==> config.mk <==
export PLATFORM = sky130hd
export DESIGN_NAME = rw_slot_arbiter
export DESIGN_NICKNAME = d
export VERILOG_FILES = /design/src/rtl/rw_slot_arbiter.sv
export SDC_FILE = /design/constraint.sdc
export NUM_CORES = 1
export LEC_CHECK = 0
export BUFFER_PORTS_ARGS = -buffer_cell sky130_fd_sc_hd__buf_2
export CORE_MARGIN = 1
export CORE_UTILIZATION = 46
export CTS_CLUSTER_SIZE = 14
export DETAILED_ROUTE_END_ITERATION = 7
export GPL_TIMING_DRIVEN = 0
export PLACE_DENSITY_LB_ADDON = 0.05
export SLEW_MARGIN = 20
export SYNTH_ARGS = -nofsm -noshare
export SYNTH_HDL_FRONTEND = slang
export SYNTH_SLANG_ARGS = --single-unit
==> constraint.sdc <==
create_clock -name clk -period 2.5 [get_ports clk]
set_clock_uncertainty 0.1 [all_clocks]
set_input_delay 0.25 -clock clk [delete_from_list [all_inputs] [get_ports clk]]
set_output_delay 0.25 -clock clk [all_outputs]
set_load 0.01 [all_outputs]
==> src/rtl/rw_slot_arbiter.sv <==
module rw_slot_arbiter #(
  parameter int ADDR_W      = 20,
  parameter int BURST_WORDS = 4
) (
  input  logic              clk,
  input  logic              rst_n,
  input  logic              rd_sel_n,
  input  logic              wr_sel_n,
  input  logic [ADDR_W-1:0] rd_addr_i,
  input  logic [ADDR_W-1:0] wr_addr_i,
  output logic              rd_start_o,
  output logic              wr_start_o,
  output logic [ADDR_W-1:0] rd_addr_o,
  output logic [ADDR_W-1:0] wr_addr_o,
  output logic              rd_burst_o,
  output logic              wr_burst_o,
  output logic              idle_o
);

  localparam int BEATS = (BURST_WORDS + 1) / 2;
  localparam int CNT_W = $clog2(BEATS + 1);
  localparam logic [1:0] OP_NONE = 2'd0;
  localparam logic [1:0] OP_RD   = 2'd1;
  localparam logic [1:0] OP_WR   = 2'd2;

  logic [1:0]       last_op;
  logic [CNT_W-1:0] rd_left, wr_left;
  logic             rd_free, wr_free, grant_rd, grant_wr;

  assign rd_free  = rd_left <= CNT_W'(1);
  assign wr_free  = wr_left <= CNT_W'(1);
  assign grant_rd = !rd_sel_n && rd_free && (last_op != OP_RD);
  assign grant_wr = !wr_sel_n && wr_free && (last_op != OP_WR) && !grant_rd;

  always_ff @(posedge clk or negedge rst_n) begin
    if (!rst_n) begin
      last_op   <= OP_NONE;
      rd_left   <= '0;
      wr_left   <= '0;
      rd_addr_o <= '0;
      wr_addr_o <= '0;
    end else begin
      last_op <= grant_rd ? OP_RD : (grant_wr ? OP_WR : OP_NONE);
      if (grant_rd) begin
        rd_left   <= CNT_W'(BEATS);
        rd_addr_o <= rd_addr_i;
      end else if (rd_left != '0) begin
        rd_left <= rd_left - CNT_W'(1);
      end
      if (grant_wr) begin
        wr_left   <= CNT_W'(BEATS);
        wr_addr_o <= wr_addr_i;
      end else if (wr_left != '0) begin
        wr_left <= wr_left - CNT_W'(1);
      end
    end
  end

  assign rd_start_o = (last_op == OP_RD);
  assign wr_start_o = (last_op == OP_WR);
  assign rd_burst_o = (rd_left != '0);
  assign wr_burst_o = (wr_left != '0);
  assign idle_o     = !rd_burst_o && !wr_burst_o;

endmodule

==> impl_metrics.toml, run 1 <==
[critical_path]
cp-startpoint = "rd_left[0]"
arrival_ps = 2180
path_class = "reg2reg"
startpoint_type = "flip-flop"
r2r_end = "wr_addr_o[7]"
endpoint = "wr_addr_o[7]"
r2r_setup_slack_ps = 400
rr_worst_depth = 6
rr_startpoint = "rd_left[0]"
end_kind = "flip-flop"
cp_max_fo = 10
critical_path_required_ps = 2580

[cts]
clk_path_buf_depth = 2
clkLatencyLatePin_ps = 290
holdBufCountCts = 0
htree_levels = 2
post_cts_buffers = 0
cts_buffers = 5
cts_root_buf = "clkbuf_8"
cts.repair.resized = 0
clkTransAtPathRegs_ps = 80
clkSinkCount = 46
cts_tree = "built"

[sta]
hold_violations = 0
finalSetupViolCount = 0
slew_violations = 0
fin_crit_ps = 2100
worstMarginPinSlew_ps = 963
fmax_mhz = 476
tns_ps = 0
period_share_pct = 84.0
rsz0062_at_grt = "false"
max_slew_margin_pct = 35.8

[logic_synthesis]
ys_warn_count = 0
netlist_area_um2 = 1900
ys_seq_elements = 46
ys_types = 16
syn-instance-count = 115
synthesis.nets = 163
ys_seq_area_share_pct = 60.6
synth.avg_cell_area_um2 = 16.5

[power]
power.density_nw_per_um2 = 1370
power_mw = 3.43
switchingPower_mw = 1.13
switching_share_pct = 32.9
combPwrFrac_pct = 45.8
p_seq_share_pct = 38.9
irDropWorstVdd_uv = 639
leakage_nw = 1.30
clkPwrFrac_pct = 15.3
p_int_mw = 2.30

[global_route]
grt_max_degree = 47
antenna_found_initial = 0
grt_pass1_wl_um = 5430
gr-total-overflow = 0
grt_use_total_pct = 17.2
grt_pass1_vias = 1230

[floorplan]
ios = 89
die_h_um = 66.2
die_area_um2 = 4390
die_w_um = 66.2
fp-row-count = 22
start_util_pct = 50.0
core_um2 = 3800

[final_layout]
drive_above_1_share_pct = 68.2
layout_common_cells = "buf_2 (90), dfrtp_1 (46), mux2_2 (23), mux2_4 (17), inv_1 (6)"
syn_to_final_growth_pct = 32.1
mostFrequentLayoutCell = "buf_2"
nets = 258
utilization_pct = 66.0
n_fill_cell = 293
fin_area_um2 = 2510
antenna_cells = 0

[worst_hold_path]
hold_class = "in2async"

[detailed_routing]
drt-initial-drc-count = 39
ant_nets = 0
routedWlPerCell_um = 13.3
vias_per_cell = 4.76
drc = 0
first_pass_iters = 2
drt-total-wl_um = 3450
vias = 1232

[place]
placed_cell_area_um2 = 2400
io_buffers = 88
dpl.hpwl_um = 2550
place_congestion = 0.708

[job]
max_cap_viol_count = 0

[run_status]
status = "finished, final reports clean"
[power groups by stage]
stage                     Sequential [mW]  Combinational [mW]  Clock (mW)
final                                1.34                1.57       0.526
after global routing                 1.38                1.72       0.581
after CTS                            1.33                1.60       0.548
after global placement               1.31                1.55           0
after detailed placement             1.34                1.60           0
after floorplan                      1.49               0.890           0
[how the worst min path moves through the flow]
stage	from	endpoint	slack, ps	cells after the start
after floorplan	rst_n	last_op[0]	-150	0
after global placement	rst_n	wr_addr_o[14]	340	1
after detailed placement	rst_n	wr_addr_o[14]	360	1
after CTS	rst_n	wr_addr_o[16]	40	1
after global routing	rd_addr_i[3]	rd_addr_o[3]	70	2
final	rst_n	wr_addr_o[14]	8	1
[routing by layer]
| metal | wire [µm] | vias up | part of all wire (%) | GRT usage, % |
|---|---|---|---|---|
| li1 | - | 578 | - | - |
| met1 | 1450 | 584 | 42 | 19.4 |
| met2 | 1590 | 62 | 46 | 28.8 |
| met3 | 347 | 8 | 10 | 5.86 |
| met4 | 59 | 0 | 1.7 | 8.78 |
| met5 | 0 | - | 0 | 0 |
[cells in the mapped netlist]
library cell   n  area [µm²]
buf_6          2        22.5
mux2_2        23         259
buf_2          2        10.0
and2b_1        2        15.0
nor4_4         1        21.3
or2_2          1        6.26
mux2_4        17         255
nor2_1         5        18.8
xor2_1         2        17.5
nor2b_4        1        13.8
dfrtp_1       46        1150
nor3_4         1        16.3
inv_1          6        22.5
mux2i_1        1        10.0
a211o_1        1        8.76
ha_1           4        50.1
[through the flow]
step                instances  hold WS, ps  setup WS (ps)
detailed placement        251          364            394
floorplan                 115         -146            562
CTS                       259         35.6            380
global placement          251          344            423
finish                    259         8.28            399
global route              259         69.6            280
[layout make-up]
cell class,instances,area [µm²],share of cell area [%]
multi-input cells,59,692,27.6
plain buffers,4,32.5,1.30
clock buffers,5,68.8,2.74
inverters,6,22.5,0.898
well taps,48,60.1,2.40
repair buffers,88,440,17.6
clock inverters,3,40.0,1.60
flip-flops and latches,46,1150,45.9
[sequential cells by signal, indices dropped and copies added, names as in the netlist]
| signal | count |
|---|---|
| last_op | 2 |
| rd_addr_o | 20 |
| rd_left | 2 |
| wr_addr_o | 20 |
| wr_left | 2 |
[cells by family after synthesis]
logic type	after synthesis	share of synthesized area [%]
xor+xnor	2	0.923
simple gates	11	4.81
buf+inv	10	2.90
flops	46	60.6
mux	41	27.6
fa+ha+maj	4	2.64
compound gates	1	0.462
[critical path, cell delays in order, from the launching register on]
cell     delay (ps)
dfrtp_1         420
ha_1            200
and2b_1         220
nor3_4           70
nor4_4          410
buf_6           240
mux2_4          320
No activity file was read; power rests on OpenSTA's default activity.
==> inputs of run 2 (changes only) <==
- clock period: 2.5 -> 2.2 ns (I/O delays scaled with it)
==> run 2 against run 1 <==
Effect of this change: the flow now finishes with violations (hold timing); non-clock buffer count up 2; sequential power grew 13%; fmax rose by 2.2%; worst hold slack got worse by 29 ps; register-to-register slack worse by 260 ps; combinational power is 15% higher; final cell count rose by 0.77%; critical path type unchanged.
==> impl_metrics.toml, run 2 (synthesis results as in run 1) <==
[place]
place_congestion = 0.708
io_buffers = 88
place_inst = 251
dpl.hpwl_um = 2550

[cts]
clkSinkCount = 46
cts_tree = "built"
clk_path_buf_depth = 2
cts_root_buf = "clkbuf_8"
clkLatencyLatePin_ps = 290
cts.repair.resized = 0
cts_buffers = 5
htree_levels = 2
clkTransAtPathRegs_ps = 80

[detailed_routing]
first_pass_iters = 2
wl_met2_um = 1600
vias = 1240
highest_layer = "met4"
ant_nets = 0
dr_wl_met3_um = 347
drt-total-wl_um = 3460
drc = 0
wl_met1_um = 1460
routedWlPerCell_um = 13.3
vias_per_cell = 4.75
drt-initial-drc-count = 40

[sta]
worstMarginPinSlew_ps = 964
rsz0062_at_grt = "false"
fin_crit_ps = 2060
hold_violations = 46
tns_ps = 0
slew_violations = 0
whs_ps = -21.1
max_slew_margin_pct = 35.8
period_share_pct = 93.4
fmax_mhz = 486
finalSetupViolCount = 0

[power]
power_mw = 3.93
irDropWorstVdd_uv = 727
leakage_nw = 1.31
power.density_nw_per_um2 = 1560

[floorplan]
fp-row-count = 22
core_um2 = 3800
die_w_um = 66.2
die_area_um2 = 4390
ios = 89
die_h_um = 66.2
start_util_pct = 50.0

[final_layout]
n_fill_cell = 293
final_cells = 261
layout_common_cells = "buf_2 (90), dfrtp_1 (46), mux2_2 (23), mux2_4 (17), inv_1 (6)"
nets = 260
drive_above_1_share_pct = 68.5
seqCellArea_um2 = 1150
reg.largest.list = "rd_addr_o x20, wr_addr_o x20"
mostFrequentLayoutCell = "buf_2"
utilization_pct = 66.4
multi_input_area_um2 = 692
syn_to_final_growth_pct = 32.9
antenna_cells = 0

[run_status]
failed_checks = "hold timing"
status = "finished with violations"

[job]
max_cap_viol_count = 0

[global_route]
grt_pass1_wl_um = 5430
grt_pass1_vias = 1230
gr-total-overflow = 0
grt_use_total_pct = 17.2
grt_max_degree = 47
antenna_found_initial = 0

[critical_path]
startpoint_type = "flip-flop"
end_kind = "flip-flop"
path_class = "reg2reg"
cp_max_fo = 10
arrival_ps = 2140
critical_path_required_ps = 2280

[worst_hold_path]
hold_class = "in2async"
==> run 2: final timing paths <==
| path | to | start | slack, ps | depth (start not counted) |
|---|---|---|---|---|
| worst max register to register | wr_addr_o[7] | rd_left[0] | 140 | 7 |
| worst min-delay path | wr_addr_o[14] | rst_n | -20 | 1 |
| max in group asynchronous | wr_addr_o[19] | rst_n | 1430 | 1 |
| min in group clk | wr_addr_o[6] | wr_addr_i[6] | 50 | 2 |
| worst max-delay path | wr_addr_o[7] | rd_left[0] | 140 | 7 |
| worst min register to register | wr_left[1] | wr_left[1] | 400 | 1 |
==> run 2: final cells by class <==
| class | count | area share, % |
|---|---|---|
| buffer | 4 | 1.29 |
| multi-input combinational | 59 | 27.4 |
| inverter | 6 | 0.893 |
| timing repair buffer | 90 | 18.1 |
| tap | 48 | 2.38 |
| clock inverter | 3 | 1.59 |
| sequential | 46 | 45.6 |
| clock buffer | 5 | 2.73 |
==> run 2: per-layer routing <==
layer	global-route usage (%)	up-vias
met5	0	-
met4	8.78	0
met3	5.86	8
met2	28.8	62
met1	19.4	588
li1	-	582
==> run 2: repair_timing <==
item | in CTS | in global routing
hold endpoints to repair | 0 | 0
endpoints found under the setup margin | 0 | 9
buffers inserted | 0 | 2
hold buffers | 0 | 0
==> run 2: power breakdown <==
part           internal [mW]  total (mW)  leakage [nW]  switching [mW]
clock network          0.334       0.598        0.0579           0.264
logic                   1.02        1.81         0.713           0.793
registers               1.29        1.52         0.543           0.232
==> run 2: stage by stage <==
stage,worst slack (ps),instance area [µm²],hold slack [ps]
after floorplan,262,1900,-176
after global placement,123,2400,314
after detailed placement,93.7,2400,334
after CTS,79.6,2510,5.55
after global routing,34.9,2520,39.6
final,144,2520,-21.1
==> run 2: critical path: stages, from the launching register on <==
cell	delay [ps]
dfrtp_1	420
ha_1	200
and2b_1	230
nor3_4	80
nor4_4	250
buf_4	180
buf_6	180
mux2_4	320
